File: config.mk
export PLATFORM = sky130hd
export DESIGN_NAME = clkout_unit
export DESIGN_NICKNAME = d
export VERILOG_FILES = /design/src/rtl/clkout_pkg.sv /design/src/rtl/clkout_rst_stretch.sv /design/src/rtl/clkout_cfg.sv /design/src/rtl/clkout_div_core.sv /design/src/rtl/clkout_unit.sv
export SDC_FILE = /design/constraint.sdc
export NUM_CORES = 1
export LEC_CHECK = 0
export ABC_AREA = 1
export BUFFER_PORTS_ARGS = -buffer_cell sky130_fd_sc_hd__buf_2
export CORE_MARGIN = 10
export CORE_UTILIZATION = 50
export DETAILED_ROUTE_END_ITERATION = 8
export PLACE_DENSITY = 0.72
export RECOVER_POWER = 50
export REMOVE_ABC_BUFFERS = 1
export SETUP_SLACK_MARGIN = 0.2
export SLEW_MARGIN = 20
export SYNTH_ARGS = -nofsm -noshare
export SYNTH_HDL_FRONTEND = slang
export SYNTH_SLANG_ARGS = --single-unit
File: constraint.sdc
create_clock -name clk_i -period 1.5 [get_ports clk_i]
set_clock_uncertainty 0.05 [all_clocks]
set_input_delay 0.3 -clock clk_i [delete_from_list [all_inputs] [get_ports clk_i]]
set_output_delay 0.3 -clock clk_i [all_outputs]
set_load 0.02 [all_outputs]
File: src/rtl/clkout_pkg.sv
package clkout_pkg;
    localparam int SEL_W = 3;
    typedef logic [SEL_W-1:0] sel_t;
    // all-ones code selects pass-through (divide-by-1)
    localparam sel_t SEL_BYPASS = '1;
endpackage

File: src/rtl/clkout_rst_stretch.sv
module clkout_rst_stretch #(
    parameter int SYNC_STAGES = 2,
    parameter int STRETCH     = 15
) (
    input  logic clk_i,
    input  logic arst_ni,
    output logic rst_o
);
    localparam int CNT_W = $clog2(STRETCH + 1);

    typedef struct packed {
        logic [SYNC_STAGES-1:0] sync;
        logic [CNT_W-1:0]       cnt;
        logic                   rst;
    } stretch_t;

    stretch_t d, q;

    always_comb begin
        d = q;
        d.sync = (q.sync << 1) | SYNC_STAGES'(1);
        if (q.sync[SYNC_STAGES-1] && (q.cnt != CNT_W'(STRETCH))) begin
            d.cnt = q.cnt + 1'b1;
        end
        d.rst = (d.cnt != CNT_W'(STRETCH));
    end

    always_ff @(posedge clk_i or negedge arst_ni) begin
        if (!arst_ni) begin
            q <= '{sync: '0, cnt: '0, rst: 1'b1};
        end else begin
            q <= d;
        end
    end

    assign rst_o = q.rst;


    rel_after_sync_chk: assert property (@(posedge clk_i) disable iff (!arst_ni)
        $fell(q.rst) |-> $past(q.sync[SYNC_STAGES-1]));


    rel_sticky_chk: assert property (@(posedge clk_i) disable iff (!arst_ni)
        !q.rst |=> !q.rst);
endmodule

File: src/rtl/clkout_cfg.sv
module clkout_cfg
    import clkout_pkg::*;
#(
    parameter sel_t DEF_SEL_HI = sel_t'(0),
    parameter sel_t DEF_SEL_LO = sel_t'(5)
) (
    input  logic clk_i,
    input  logic rst_i,
    input  logic mode_i,
    input  logic we_i,
    input  sel_t sel_i,
    input  logic off_i,
    output sel_t sel_o,
    output logic off_o,
    output sel_t def_sel_o
);
    typedef struct packed {
        sel_t sel;
        logic off;
    } cfg_t;

    cfg_t d, q;

    assign def_sel_o = mode_i ? DEF_SEL_HI : DEF_SEL_LO;

    always_comb begin
        d = q;
        if (rst_i) begin
            d.sel = def_sel_o;
            d.off = 1'b0;
        end else if (we_i) begin
            d.sel = sel_i;
            d.off = off_i;
        end
    end

    always_ff @(posedge clk_i) begin
        q <= d;
    end

    assign sel_o = q.sel;
    assign off_o = q.off;
endmodule

File: src/rtl/clkout_div_core.sv
module clkout_div_core
    import clkout_pkg::*;
(
    input  logic clk_i,
    input  logic rst_i,
    input  sel_t def_sel_i,
    input  sel_t cfg_sel_i,
    input  logic cfg_off_i,
    output logic phase_o,
    output logic clk_out_o
);
    // half: cycles per half period; cnt: position inside the half
    typedef struct packed {
        sel_t half;
        sel_t cnt;
        logic phase;
        logic byp;
        logic off;
    } core_t;

    core_t d, q;
    logic  last, start, new_byp;

    always_comb begin
        d       = q;
        last    = (q.cnt == (q.half - sel_t'(1)));
        start   = q.byp || (!q.phase && last);
        new_byp = (cfg_sel_i == SEL_BYPASS);
        if (rst_i) begin
            d.half  = def_sel_i + sel_t'(1);
            d.cnt   = '0;
            d.phase = 1'b0;
            d.byp   = 1'b0;
            d.off   = 1'b0;
        end else if (start) begin
            // period boundary: staged setting becomes active
            d.half  = new_byp ? sel_t'(1) : (cfg_sel_i + sel_t'(1));
            d.byp   = new_byp;
            d.off   = cfg_off_i;
            d.cnt   = '0;
            d.phase = !new_byp;
        end else if (last) begin
            d.phase = 1'b0;
            d.cnt   = '0;
        end else begin
            d.cnt = q.cnt + sel_t'(1);
        end
    end

    always_ff @(posedge clk_i) begin
        q <= d;
    end

    assign phase_o   = q.phase;
    assign clk_out_o = (q.byp ? clk_i : q.phase) & ~q.off;


    cnt_range_chk: assert property (@(posedge clk_i) disable iff (rst_i)
        !q.byp |-> (q.cnt < q.half));


    hold_between_chk: assert property (@(posedge clk_i) disable iff (rst_i)
        !start |=> $stable({q.half, q.byp, q.off}));


    bypass_idle_chk: assert property (@(posedge clk_i) disable iff (rst_i)
        q.byp |-> (!q.phase && (q.cnt == '0)));
endmodule

File: src/rtl/clkout_unit.sv
module clkout_unit
    import clkout_pkg::*;
#(
    parameter int   SYNC_STAGES = 2,
    parameter int   STRETCH     = 15,
    parameter sel_t DEF_SEL_HI  = sel_t'(0),
    parameter sel_t DEF_SEL_LO  = sel_t'(5)
) (
    input  logic             clk_i,
    input  logic             ext_rst_ni,
    input  logic             bus_mode_i,
    input  logic             cfg_we_i,
    input  logic [SEL_W-1:0] cfg_sel_i,
    input  logic             cfg_off_i,
    output logic             clk_out_o,
    output logic             sys_rst_o
);
    sel_t cfg_sel, def_sel;
    logic cfg_off, core_phase;

    clkout_rst_stretch #(
        .SYNC_STAGES(SYNC_STAGES),
        .STRETCH    (STRETCH)
    ) u_rst (
        .clk_i  (clk_i),
        .arst_ni(ext_rst_ni),
        .rst_o  (sys_rst_o)
    );

    clkout_cfg #(
        .DEF_SEL_HI(DEF_SEL_HI),
        .DEF_SEL_LO(DEF_SEL_LO)
    ) u_cfg (
        .clk_i    (clk_i),
        .rst_i    (sys_rst_o),
        .mode_i   (bus_mode_i),
        .we_i     (cfg_we_i),
        .sel_i    (cfg_sel_i),
        .off_i    (cfg_off_i),
        .sel_o    (cfg_sel),
        .off_o    (cfg_off),
        .def_sel_o(def_sel)
    );

    clkout_div_core u_core (
        .clk_i    (clk_i),
        .rst_i    (sys_rst_o),
        .def_sel_i(def_sel),
        .cfg_sel_i(cfg_sel),
        .cfg_off_i(cfg_off),
        .phase_o  (core_phase),
        .clk_out_o(clk_out_o)
    );


    rst_default_chk: assert property (@(posedge clk_i) disable iff (!ext_rst_ni)
        sys_rst_o |=> ((cfg_sel == $past(def_sel)) && !cfg_off));


    rst_quiet_chk: assert property (@(posedge clk_i) disable iff (!ext_rst_ni)
        sys_rst_o |=> !core_phase);
endmodule

# ---- Word level (Yosys, flattened, before mapping)
# Cells that the tools add are included.
# W data, S select, Z words.
dict set report totals {
  ff_bits 20
  latchBits 0
  ramBits 0
  mem_bits_ro 0
  output_inout_bits 2
  wordCells 42
  n_memories 0
}
dict set report classes {
  n_addsub 5
  mul 0
  div_mod_pow 0
  n_lt_le_gt_ge 0
  n_eq_ne 4
  shifts 0
  mux 12
  n_bitwise 2
  n_reduce_logical 9
}
# cell count
set op_table {}
lappend op_table {{$mux W4} 4}
lappend op_table {{$mux W3} 4}
lappend op_table {{$add A3 B1 Y3 const B} 3}
lappend op_table {{$mux W9} 1}
lappend op_table {{$ne A4 B4 Y1 const B} 2}
lappend op_table {{$reduce_bool A2 Y1} 3}
lappend op_table {{$add A4 B1 Y4 const B} 1}
lappend op_table {{$eq A3 B3 Y1} 1}
lappend op_table {{$eq A3 B3 Y1 const B} 1}
lappend op_table {{$reduce_or A3 Y1} 1}
lappend op_table {{$sub A3 B1 Y3 const B} 1}
lappend op_table {{$logic_and A1 B1 Y1} 2}
lappend op_table {{$logic_not A1 Y1} 2}
lappend op_table {{$mux W1} 2}
lappend op_table {{$mux W2} 1}
lappend op_table {{$and A1 B1 Y1} 1}
lappend op_table {{$logic_or A1 B1 Y1} 1}
lappend op_table {{$not A1 Y1} 1}

# ---- Logic depth before layout (Yosys ltp)
dict set report logic_depth {
  ltp_word 6
  mapped_depth 12
  mapped_depth_nobuf 12
}

# ---- Hierarchy
# Synthesis repeated with hierarchy kept, for this count alone.
dict set report unflattened {
  cells_unflattened 126
  area_unflattened_um2 1029.7
}
# mod n_inst cells_each area_each_um2 seq_area_each_um2
set modules_own_cells {}
lappend modules_own_cells {clkout_div_core 1 69 516.7 210.2}
lappend modules_own_cells {clkout_rst_stretch 1 36 325.3 176.4}
lappend modules_own_cells {clkout_cfg 1 21 187.7 110.1}

==> results.md <==
- Switch share: 0.3665
- Layout fillers: around 110
- Compound-gate portion of the synthesized area: 0.04393
- DP Worst Slack: -85.79 ps
- Final net count: 159
- Via-per-instance ratio: 5.006
- Total Routing Usage GR: 0.1014
- GR peak layer: met2
- Post-synth top area share: 0.1860
- Arrival time worst endpoint: around 1700 ps
- Die W: 64.01 um
- Synth cell types: 24
- First-pass GRT wire length: 3305 um
- RR Endpoint: u_core.q[6]
- Clock edge transition at the registers on the reported setup and hold paths: 120 ps
- CP max stage delay: 380 ps
- RSZ-0062 raised after global routing: yes
- Row Count: 15
- Synthesized area per cell: 8.647 um^2
- Post-synthesis adder-cell area fraction: 0.06460
- Synth warn: 0
- Fmax: 630.9 MHz
- Post-synthesis xor/xnor area fraction: 0.02713
- Worst R2R Start: u_core.q[6]
- Synth area leaders: edfxtp_1, dfrtp_1, dfxtp_1, nand2_1, inv_1
- Int Pwr: 1.416 mW
- Setup slack, reg-to-reg: -90 ps
- # port buffers: 9
- Crit path top cell by count: nand2_2
- Final setup viols: 6
- VDD IR max: 1.471 mV
- Hold Path Sink: u_cfg.off_o
- RD Place Congestion: 0.7692
- Initial core utilization: 0.5432
- Critical Path RT: 1600 ps
- Gate power share: 0.424
- Hold crit path type: in -> reg
- Crit. End Element: flop
- Static Leak: 0.6164 nW
- Max-Cap Viols: 0
- Worst-path maximum fanout: 3
- Multiplexer area fraction after synthesis: 0
- Grt met2 use: 0.1555
- Setup tns final: -397.9 ps
- Pwr per Cell Area: roughly 1600 nW/um^2
- Net switching power: 0.8193 mW
- Die Area: 4097 um^2
- Register area share after synthesis: 0.5129
- Die Y-Extent: 64.01 um
- Slew Limit Fails: 0
- Worst-Skew Late Latency: slightly above 400 ps
- Final non-filler cell total: 170
- Share of post-route cells with drive strength above 1: 0.4966
- Final Cycle Share: 1.057
- Largest net degree at the start of global routing: 12
- Register share of total power: 0.350
- Mapped Cells: ~110
- Final Hold Fails: 0
- Final worst setup slack: -85.04 ps
- Largest family of logic cells by synthesized area: simple AND/OR/NAND/NOR gates
- Post-synthesis simple-gate area fraction: 0.2661
- Final wirelength: 2341 um
- # IOs: 10
- Worst r2r path cells: 10
- Crit path max-delay cell type: edfxtp_1
- Detailed-route via count: 851
- ANT cells: 0
- Post-detail-place hpwl: between 1000 and 1500 um
- Post-synthesis register bit count: 20
- Synthesized cell area: 968.4 um^2
- Clk pwr share: 0.226
- Area delta synth->final: 46.25%
- Pre-Repair DR Iteration Count: 4
- Yosys top cell by area: edfxtp_1
- M1 GR Usage: 0.1084
- Placed Cells: 149
- Worst Hold Launch: cfg_off_i
- Vias in the first global route: 820
- Routed Antenna Nets: 0
- Commonest cells after routing, fill and taps aside: nand2_1, inv_1, buf_4, nand2_2
- Setup CP Type: reg -> reg
- Grt total ovfl: 0
- Initial antenna violation count: 0
- Failing checks: setup timing
- Status: finished, violations left
- WL per Instance: 13.77 um
- Final min period: roughly 1600 ps
- 1st-iter DRT viols: 31
- Post-route DRC: 0
- CP Launch Type: flop
- Commonest non-fill, non-tap cell in the layout: nand2_1
- Grt met3 use: 0.05401
- TritonCTS clock tree: done
- Worst path cell trace: inv_2 > ha_4 > inv_2 > nand2_2 > nand2_2 > nor2_4 > nand2_2 > nand2_2 > nand2_4 > nand2_4
- Hold path depth: 3
- Core area: 1783 um^2
-- synth_stat cells --
| cell | count |
|---|---|
| dfrtp_1 | 6 |
| a31oi_1 | 1 |
| nand4_1 | 1 |
| edfxtp_1 | 6 |
| conb_1 | 1 |
| nor2_1 | 9 |
| inv_2 | 1 |
| nand2_1 | 31 |
| nor2_4 | 1 |
| nand2_2 | 5 |
| buf_6 | 1 |
| xnor2_1 | 2 |
| nand3_2 | 1 |
| dfxtp_1 | 7 |
| nor2_2 | 1 |
| nand3b_1 | 1 |
| xor2_1 | 1 |
| dfstp_2 | 1 |
| a21oi_1 | 4 |
| o21bai_1 | 1 |
| ha_1 | 5 |
| o21ai_2 | 1 |
| nand3_1 | 7 |
| inv_1 | 17 |
-- routing by layer --
layer / up-vias / routed length [um]
met1: 414 / 1007
met2: 20 / 1218
li1: 413 / -
met5: - / 0
met4: 0 / 27
met3: 4 / 88
-- per-stage QoR --
step                  util  area [um^2]  power [mW]  hold slack (ps)
floorplan                -        957.2       1.154           -45.59
global placement    0.5965         1064       1.295            81.24
detailed placement  0.5965         1064       1.322            84.28
CTS                 0.6912         1232       1.905            68.15
global route        0.7944         1416       2.369            105.6
finish              0.7944         1416       2.235            105.3
-- worst max path at each step --
stage	end	slack, ps	cells after the start	from
floorplan	u_core.q[6]	-40	9	u_core.q[6]
global placement	u_core.q[7]	-40	9	u_core.q[6]
detailed placement	u_core.q[6]	-90	9	u_core.q[6]
CTS	clk_out_o	-60	5	clk_i
global route	u_core.q[7]	-170	10	u_core.q[6]
finish	u_core.q[6]	-90	10	u_core.q[6]
-- worst max-delay path: cells and delay by family (launching register included) --
kind                     cells  cell delay [ps]
buffers and inverters        2               90
flip-flops                   1              380
AND/OR/NAND/NOR              7              530
adder cells (fa/ha/maj)      1              260
-- what timing repair did --
item | 4_1_cts | 5_1_grt
endpoints found under the hold margin | 7 | 0
gates resized for setup | 23 | 32
buffers inserted | 3 | 9
hold buffers | 1 | 0
gates cloned | 0 | 1
pin swaps | 6 | 18
endpoints found under the setup margin | 13 | 21
-- flip-flops by register name, indices dropped and copies added, names as in the netlist --
name and flops:
u_cfg.off_o 1, u_cfg.sel_o 3, u_core.phase_o 1, u_core.q 8, u_rst.d 1, u_rst.q 5, u_rst.rst_o 1
-- power groups by stage --
stage               clock network (mW)  logic, mW  registers, mW
detailed placement             0.00291      0.545          0.773
CTS                              0.466      0.688          0.751
floorplan                      0.00203      0.391          0.761
global placement               0.00292      0.525          0.767
finish                           0.506      0.948          0.782
global route                     0.545       1.03          0.794
-- kinds of logic after synthesis --
group                    count (synthesis)
buffers and inverters                   19
adder cells (fa/ha/maj)                  5
flip-flops                              20
other                                    1
AO/OA/AOI/OAI                            7
XOR/XNOR                                 3
AND/OR/NAND/NOR                         57
-- final cells by class --
class / count / area [um^2] / area share
inverters: 18 / 73.82 / 0.05212
repair inverters: 1 / 7.507 / 0.005300
flip-flops and latches: 20 / 498.0 / 0.3516
repair buffers: 25 / 190.2 / 0.1343
multi-input cells: 73 / 540.5 / 0.3816
clock buffers: 8 / 75.07 / 0.05300
well taps: 25 / 31.28 / 0.02208
Note: power is estimated with default switching activity, not from simulation.
